$ cat src/rtl/uart_rx_pkg.sv
package uart_rx_pkg;
  typedef enum logic [1:0] {RX_OFF, RX_RUN, RX_DRAIN} rx_mode_e;
  typedef enum logic [1:0] {DS_IDLE, DS_START, DS_DATA, DS_STOP} ds_state_e;
  localparam int NUM_SRC = 2;
  localparam int SRC_RDY = 0;
  localparam int SRC_TMO = 1;
  localparam int ERR_OVR = 0;
  localparam int ERR_FRM = 1;
endpackage

$ cat src/rtl/uart_rx_deser.sv
module uart_rx_deser import uart_rx_pkg::*; #(
  parameter int DATA_W = 8,
  parameter int OVS    = 16
) (
  input  logic              clk,
  input  logic              rst,
  input  logic              enable,
  input  logic              os_tick,
  input  logic              rx_i,
  output logic              byte_valid,
  output logic [DATA_W-1:0] byte_data,
  output logic              frame_bad
);
  localparam int CW = $clog2(OVS);
  localparam int BW = (DATA_W > 1) ? $clog2(DATA_W) : 1;

  ds_state_e         state;
  logic [CW-1:0]     ovs_cnt;
  logic [BW-1:0]     bit_idx;
  logic [DATA_W-1:0] shreg;
  logic              rx_s1, rx_s2, rx_prev;

  assign byte_data = shreg;

  always_ff @(posedge clk) begin
    if (rst) begin
      state      <= DS_IDLE;
      ovs_cnt    <= '0;
      bit_idx    <= '0;
      shreg      <= '0;
      byte_valid <= 1'b0;
      frame_bad  <= 1'b0;
      rx_s1      <= 1'b1;
      rx_s2      <= 1'b1;
      rx_prev    <= 1'b1;
    end else begin
      rx_s1      <= rx_i;
      rx_s2      <= rx_s1;
      byte_valid <= 1'b0;
      frame_bad  <= 1'b0;
      if (os_tick) rx_prev <= rx_s2;
      if (!enable) begin
        state <= DS_IDLE;
      end else if (os_tick) begin
        case (state)
          DS_IDLE: begin
            // a start bit is a falling edge, so a low line left by a bad stop bit is not taken
            if (rx_prev && !rx_s2) begin
              state   <= DS_START;
              ovs_cnt <= '0;
            end
          end
          DS_START: begin
            if (ovs_cnt == CW'(OVS/2 - 1)) begin
              ovs_cnt <= '0;
              bit_idx <= '0;
              state   <= rx_s2 ? DS_IDLE : DS_DATA;
            end else begin
              ovs_cnt <= ovs_cnt + 1'b1;
            end
          end
          DS_DATA: begin
            if (ovs_cnt == CW'(OVS - 1)) begin
              ovs_cnt <= '0;
              shreg   <= {rx_s2, shreg[DATA_W-1:1]};
              if (bit_idx == BW'(DATA_W - 1)) state <= DS_STOP;
              else bit_idx <= bit_idx + 1'b1;
            end else begin
              ovs_cnt <= ovs_cnt + 1'b1;
            end
          end
          default: begin
            if (ovs_cnt == CW'(OVS - 1)) begin
              ovs_cnt <= '0;
              state   <= DS_IDLE;
              if (rx_s2) byte_valid <= 1'b1;
              else       frame_bad  <= 1'b1;
            end else begin
              ovs_cnt <= ovs_cnt + 1'b1;
            end
          end
        endcase
      end
    end
  end
endmodule

$ cat src/rtl/uart_rx_fifo.sv
module uart_rx_fifo #(
  parameter int DATA_W = 8,
  parameter int DEPTH  = 6
) (
  input  logic                       clk,
  input  logic                       rst,
  input  logic                       push,
  input  logic [DATA_W-1:0]          push_data,
  input  logic                       pop,
  output logic [DATA_W-1:0]          head,
  output logic [$clog2(DEPTH+1)-1:0] occ,
  output logic                       empty,
  output logic                       push_ok,
  output logic                       pop_ok,
  output logic                       drop
);
  localparam int PTR_W = (DEPTH > 1) ? $clog2(DEPTH) : 1;
  localparam int CNT_W = $clog2(DEPTH+1);

  logic [DATA_W-1:0] mem [DEPTH];
  logic [PTR_W-1:0]  wr_ptr, rd_ptr;
  logic              full;

  assign full    = (occ == CNT_W'(DEPTH));
  assign empty   = (occ == '0);
  assign push_ok = push && !full;
  assign pop_ok  = pop && !empty;
  assign drop    = push && full;
  assign head    = mem[rd_ptr];

  always_ff @(posedge clk) begin
    if (push_ok) mem[wr_ptr] <= push_data;
  end

  always_ff @(posedge clk) begin
    if (rst) begin
      wr_ptr <= '0;
      rd_ptr <= '0;
      occ    <= '0;
    end else begin
      if (push_ok) wr_ptr <= (wr_ptr == PTR_W'(DEPTH-1)) ? '0 : wr_ptr + 1'b1;
      if (pop_ok)  rd_ptr <= (rd_ptr == PTR_W'(DEPTH-1)) ? '0 : rd_ptr + 1'b1;
      case ({push_ok, pop_ok})
        2'b10:   occ <= occ + 1'b1;
        2'b01:   occ <= occ - 1'b1;
        default: occ <= occ;
      endcase
    end
  end
endmodule

$ cat src/rtl/uart_rx_flow_ctrl.sv
module uart_rx_flow_ctrl import uart_rx_pkg::*; #(
  parameter int DEPTH     = 6,
  parameter int HIGH_OCC  = 2,
  parameter int TMO_TICKS = 640
) (
  input  logic                       clk,
  input  logic                       rst,
  input  logic                       task_start,
  input  logic                       task_stop,
  input  logic                       os_tick,
  input  logic                       push_ok,
  input  logic                       pop_ok,
  input  logic [$clog2(DEPTH+1)-1:0] occ,
  output rx_mode_e                   mode,
  output logic                       rts_n,
  output logic                       tmo_pulse
);
  localparam int CNT_W = $clog2(DEPTH+1);
  localparam int TW    = $clog2(TMO_TICKS+1);

  logic [CNT_W:0] occ_next;
  logic [TW-1:0]  tmo_cnt;

  always_comb begin
    occ_next = {1'b0, occ} + (CNT_W+1)'(push_ok) - (CNT_W+1)'(pop_ok);
  end

  always_ff @(posedge clk) begin
    if (rst) begin
      mode      <= RX_OFF;
      rts_n     <= 1'b1;
      tmo_cnt   <= '0;
      tmo_pulse <= 1'b0;
    end else begin
      tmo_pulse <= 1'b0;
      if (task_start) begin
        mode    <= RX_RUN;
        rts_n   <= 1'b0;
        tmo_cnt <= '0;
      end else if (task_stop) begin
        rts_n <= 1'b1;
        if (mode == RX_RUN) begin
          mode    <= RX_DRAIN;
          tmo_cnt <= '0;
        end
      end else begin
        case (mode)
          RX_RUN: begin
            // raise on a push that reaches the mark, release only on empty
            if (push_ok && occ_next >= (CNT_W+1)'(HIGH_OCC)) rts_n <= 1'b1;
            else if (rts_n && occ_next == '0)                 rts_n <= 1'b0;
          end
          RX_DRAIN: begin
            if (os_tick) begin
              if (tmo_cnt == TW'(TMO_TICKS - 1)) begin
                tmo_pulse <= 1'b1;
                mode      <= RX_OFF;
                tmo_cnt   <= '0;
              end else begin
                tmo_cnt <= tmo_cnt + 1'b1;
              end
            end
          end
          default: rts_n <= 1'b1;
        endcase
      end
    end
  end
endmodule

$ cat src/rtl/uart_rx_flow.sv
module uart_rx_flow import uart_rx_pkg::*; #(
  parameter int DATA_W     = 8,
  parameter int FIFO_DEPTH = 6,
  parameter int FREE_THR   = 4,
  parameter int OVS        = 16,
  parameter int CHAR_BITS  = 10,
  parameter int TMO_CHARS  = 4
) (
  input  logic               clk,
  input  logic               rst,
  input  logic               os_tick,
  input  logic               rx_i,
  input  logic               task_start,
  input  logic               task_stop,
  input  logic               rd_strobe,
  output logic [DATA_W-1:0]  rd_data,
  output logic               rd_valid,
  output logic               rts_n,
  output logic               ev_rxrdy,
  output logic               ev_timeout,
  input  logic [NUM_SRC-1:0] ien_set,
  input  logic [NUM_SRC-1:0] ien_clr,
  input  logic [NUM_SRC-1:0] pend_clr,
  output logic               irq,
  input  logic [1:0]         flag_clr,
  output logic               overrun,
  output logic               frame_err
);
  localparam int HIGH_OCC  = FIFO_DEPTH - FREE_THR;
  localparam int TMO_TICKS = TMO_CHARS * CHAR_BITS * OVS;
  localparam int CNT_W     = $clog2(FIFO_DEPTH+1);

  rx_mode_e           mode;
  logic               byte_valid, frame_bad;
  logic [DATA_W-1:0]  byte_data;
  logic [CNT_W-1:0]   occ;
  logic               empty, push_ok, pop_ok, drop, tmo_pulse;
  logic [NUM_SRC-1:0] ien, pend, src_evt;

  uart_rx_deser #(.DATA_W(DATA_W), .OVS(OVS)) u_deser (
    .clk(clk), .rst(rst), .enable(mode != RX_OFF), .os_tick(os_tick), .rx_i(rx_i),
    .byte_valid(byte_valid), .byte_data(byte_data), .frame_bad(frame_bad)
  );

  uart_rx_fifo #(.DATA_W(DATA_W), .DEPTH(FIFO_DEPTH)) u_fifo (
    .clk(clk), .rst(rst), .push(byte_valid), .push_data(byte_data), .pop(rd_strobe),
    .head(rd_data), .occ(occ), .empty(empty), .push_ok(push_ok), .pop_ok(pop_ok),
    .drop(drop)
  );

  uart_rx_flow_ctrl #(.DEPTH(FIFO_DEPTH), .HIGH_OCC(HIGH_OCC), .TMO_TICKS(TMO_TICKS)) u_ctrl (
    .clk(clk), .rst(rst), .task_start(task_start), .task_stop(task_stop),
    .os_tick(os_tick), .push_ok(push_ok), .pop_ok(pop_ok), .occ(occ),
    .mode(mode), .rts_n(rts_n), .tmo_pulse(tmo_pulse)
  );

  assign rd_valid   = !empty;
  assign ev_timeout = tmo_pulse;

  always_comb begin
    src_evt          = '0;
    src_evt[SRC_RDY] = push_ok;
    src_evt[SRC_TMO] = tmo_pulse;
  end

  always_ff @(posedge clk) begin
    if (rst) begin
      ien       <= '0;
      pend      <= '0;
      irq       <= 1'b0;
      ev_rxrdy  <= 1'b0;
      overrun   <= 1'b0;
      frame_err <= 1'b0;
    end else begin
      ien       <= (ien | ien_set) & ~ien_clr;
      pend      <= (pend & ~pend_clr) | src_evt;
      irq       <= |(pend & ien);
      ev_rxrdy  <= push_ok;
      overrun   <= (overrun   & ~flag_clr[ERR_OVR]) | drop;
      frame_err <= (frame_err & ~flag_clr[ERR_FRM]) | frame_bad;
    end
  end
endmodule

$ cat config.mk
export PLATFORM = sky130hd
export DESIGN_NAME = uart_rx_flow
export DESIGN_NICKNAME = d
export VERILOG_FILES = /design/src/rtl/uart_rx_pkg.sv /design/src/rtl/uart_rx_deser.sv /design/src/rtl/uart_rx_fifo.sv /design/src/rtl/uart_rx_flow_ctrl.sv /design/src/rtl/uart_rx_flow.sv
export SDC_FILE = /design/constraint.sdc
export NUM_CORES = 1
export LEC_CHECK = 0
export ABC_AREA = 1
export BUFFER_PORTS_ARGS = -buffer_cell sky130_fd_sc_hd__buf_2
export CORE_ASPECT_RATIO = 1.1
export CORE_MARGIN = 2
export CORE_UTILIZATION = 35
export DETAILED_ROUTE_END_ITERATION = 12
export MAX_ROUTING_LAYER = met4
export SETUP_SLACK_MARGIN = 0.3
export SLEW_MARGIN = 20
export SYNTH_ARGS = -nofsm -noshare
export SYNTH_HDL_FRONTEND = slang
export SYNTH_SLANG_ARGS = --single-unit
$ cat constraint.sdc
create_clock -name clk -period 3.3 [get_ports clk]
set_clock_uncertainty 0.15 [all_clocks]
set_input_delay 0.66 -clock clk [delete_from_list [all_inputs] [get_ports clk]]
set_output_delay 0.66 -clock clk [all_outputs]
set_load 0.05 [all_outputs]
==> out/summary.txt <==
CTS tree -> yes
Worst Setup Start Kind -> flip-flop
First-pass GRT wire length -> 14.1 mm
Largest net degree at the start of global routing -> 25
WL final -> 8.36 mm
Worst-case clock buffer depth -> 2
Crit-path most repeated cell -> nand2_1
Syn Std Cell Area -> 0.00435 mm²
Fin crit share -> 82.3%
First-pass iteration count of the detailed router -> 4
Fin util -> 41.3%
CP max FO -> 5
Post-CTS Setup Inserts -> 0
Bufs and invs on worst path -> 4
Filler cell count -> 1,190
Post-synthesis cell type count -> 38
Clk_lat worst skew -> 0.34 ns
Hold Path Class -> flip-flop to flip-flop
I/O pins -> 30
Syn Inst Count -> 457
Routability Congestion -> 0.853
Async S/R FF share, synth -> 0%
PortBufs -> 29
Dpl hpwl -> 5.71 mm
EDFF count, synth -> 48
RSZ-0062 raised after global routing -> false
Synthesis Warnings -> 0
PwrDens -> 482 mW/mm²
Ranking of synthesized cells by area -> edfxtp_1, dfxtp_1, nand2_1
GRT Util Overall -> 14.1%
Worst path slowest cell -> fa_1
Drt drc -> 0
Max_cap viols -> 0
Iteration-0 DRC Markers -> 104
Cts bufs inserted -> 9
Chip Width -> 110 µm
Total global routing overflow -> 0
Effective utilization at floorplan -> 36.0%
Post-synthesis register bit count -> 104
Slowest cell delay on critical path -> 0.48 ns
Chip Height -> 121 µm
Synth top cells by count -> nand2_1, nor2_1, dfxtp_1
Fmax -> 0.368 GHz
Min cycle time layout -> 2.72 ns
Leak Pwr -> 1.99 nW
Worst vdd ir -> 0.227 mV
Seq/Total Area, Yosys -> 58.9%
Via count -> 3,140
Syn avg cell area -> 9.52 µm²
Initial antenna violation count -> 0
Mapped Nets -> 483
Sinks on Clock Net -> 104
Critical path type -> flip-flop to flip-flop
Worst Tran Pin Value -> 0.623 ns
Status -> complete, no violations
CTS root buffer -> clkbuf_16
Post-route ant nets -> 0
Setup TNS -> 0 ns
Avg Vias per Cell -> 4.81
Layout cells sized above 1 -> 17.0%
Final nets -> 520
Share of the synthesized area in the top cell type -> 33.1%
Die Area -> 0.0133 mm²
Pins Over Slew Limit -> 0
Setup violators final -> 0
Yosys top cell by area -> edfxtp_1
Wire per inst -> 12.8 µm
Core ar. -> 0.0121 mm²
CP Cell Sequence -> inv_1 > nand3_1 > nand2_1 > inv_1 > ha_1 > inv_1 > ha_1 > inv_1 > fa_1 > nand2_1 > nor2_1 > nand3_1 > nand2_1 > nand3_1 > nand2_1 > nand2_1 > nand2_1 > nand3_1
Count leader, synth -> nand2_1
CP required -> 3.35 ns
Final hold violations -> 0
Area Overhead vs Synth -> 14.7%
Top delay family on crit path -> adder cells
# rows -> 42
Slew HR -> 58.4%
Main flop type after synthesis -> dfxtp_1
Vias in the first global route -> 3,017
Worst-path clk slew -> 0.07 ns
Worst EP arrival -> 2.77 ns
Crit. End Element -> flip-flop
H-tree level count -> 3
Ant diodes -> 0
-- path summary, 6_finish.rpt --
| path | from | endpoint | slack (ns) | depth (start not counted) |
|---|---|---|---|---|
| max | u_fifo.occ[1] | u_ctrl.rts_n | 0.58 | 18 |
| min | u_deser.rx_s1 | u_deser.rx_s2 | 0.26 | 1 |
| max reg2reg | u_fifo.occ[1] | u_ctrl.rts_n | 0.58 | 18 |
| min reg2reg | u_deser.rx_s1 | u_deser.rx_s2 | 0.26 | 1 |
-- per-layer routing --
layer	global-route usage [%]	share of wire (%)
met1	18.2	47
met2	22.1	49
met3	3.33	3.5
met4	3.98	0.72
met5	-	0
-- where the power goes --
group | leakage (nW) | internal, mW | switching, mW
Sequential | 1.01 | 1.34 | 0.00521
Combinational | 0.835 | 0.0189 | 0.0375
Clock | 0.139 | 0.525 | 0.479
Total | 1.99 | 1.88 | 0.522
-- cells in the final DEF (no fill, tap or decap), types with 2 or more instances in the layout --
cell type | synthesis | routed
a21oi_1 | 34 | 34
a21oi_2 | 2 | 2
a32o_1 | 8 | 8
buf_2 | 3 | 29
buf_4 | 0 | 8
clkbuf_16 | 0 | 9
clkinv_2 | 1 | 2
dfxtp_1 | 56 | 55
edfxtp_1 | 48 | 48
fa_1 | 2 | 2
ha_1 | 9 | 9
inv_1 | 42 | 42
inv_2 | 6 | 6
inv_6 | 0 | 3
nand2_1 | 76 | 76
nand2_2 | 5 | 5
nand3_1 | 13 | 13
nand4_1 | 4 | 4
nor2_1 | 61 | 61
nor2_2 | 5 | 5
nor2_4 | 2 | 2
nor3_1 | 11 | 11
nor3_2 | 3 | 3
nor3b_1 | 2 | 2
nor4_1 | 2 | 2
o21a_1 | 2 | 2
o21ai_0 | 30 | 30
o22ai_1 | 9 | 9
or2_2 | 3 | 3
-- worst reg2reg max path, cell delays in order (launching register included) --
cell and delay (ns):
dfxtp_2 0.39, inv_1 0.10, nand3_1 0.11, nand2_1 0.06
inv_1 0.11, ha_1 0.25, inv_1 0.07, ha_1 0.16
inv_1 0.06, fa_1 0.48, nand2_1 0.06, nor2_1 0.11
nand3_1 0.09, nand2_1 0.08, nand3_1 0.07, nand2_1 0.08
nand2_1 0.06, nand2_1 0.06, nand3_1 0.05
-- state kept, by name, indices dropped and copies added, names as in the netlist, 3 cells and up, named ones only --
name,count
u_ctrl.tmo_cnt,10
u_deser.bit_idx,3
u_deser.byte_data,8
u_deser.ovs_cnt,4
u_fifo.mem,48
u_fifo.occ,3
u_fifo.rd_ptr,3
u_fifo.wr_ptr,3
-- final cells by class --
| class | count | area, µm² | share of cell area [%] |
|---|---|---|---|
| timing repair buffer | 37 | 205 | 4.11 |
| inverter | 49 | 185 | 3.71 |
| clock buffer | 9 | 225 | 4.51 |
| sequential | 104 | 2560 | 51.4 |
| tap | 154 | 193 | 3.86 |
| multi-input combinational | 293 | 1560 | 31.2 |
| clock inverter | 7 | 58.8 | 1.18 |
-- kinds of logic after synthesis --
| kind of cell | count (synthesis) | synth area share, % |
|---|---|---|
| compound gates | 90 | 12.4 |
| buf+inv | 60 | 5.29 |
| fa+ha+maj | 11 | 3.51 |
| xor+xnor | 2 | 0.403 |
| simple gates | 190 | 19.5 |
| flops | 104 | 58.9 |
-- through the flow --
step,cell area (µm²),worst slack (ns),instances,hold slack (ns),power [mW]
3_5_place_dp,4700,0.418,637,0.252,1.43
6_report,4990,0.585,653,0.264,2.41
2_1_floorplan,4350,0.337,457,0.239,1.41
5_1_grt,4990,0.369,653,0.275,2.51
4_1_cts,4990,0.486,653,0.267,2.44
3_3_place_gp,4700,0.497,637,0.243,1.43
-- what timing repair did --
action / in CTS / in global routing
setup endpoints to repair: 0 / 1
hold buffers: 0 / 0
gates resized for setup: 0 / 1
Note: power is estimated with default switching activity, not from simulation.
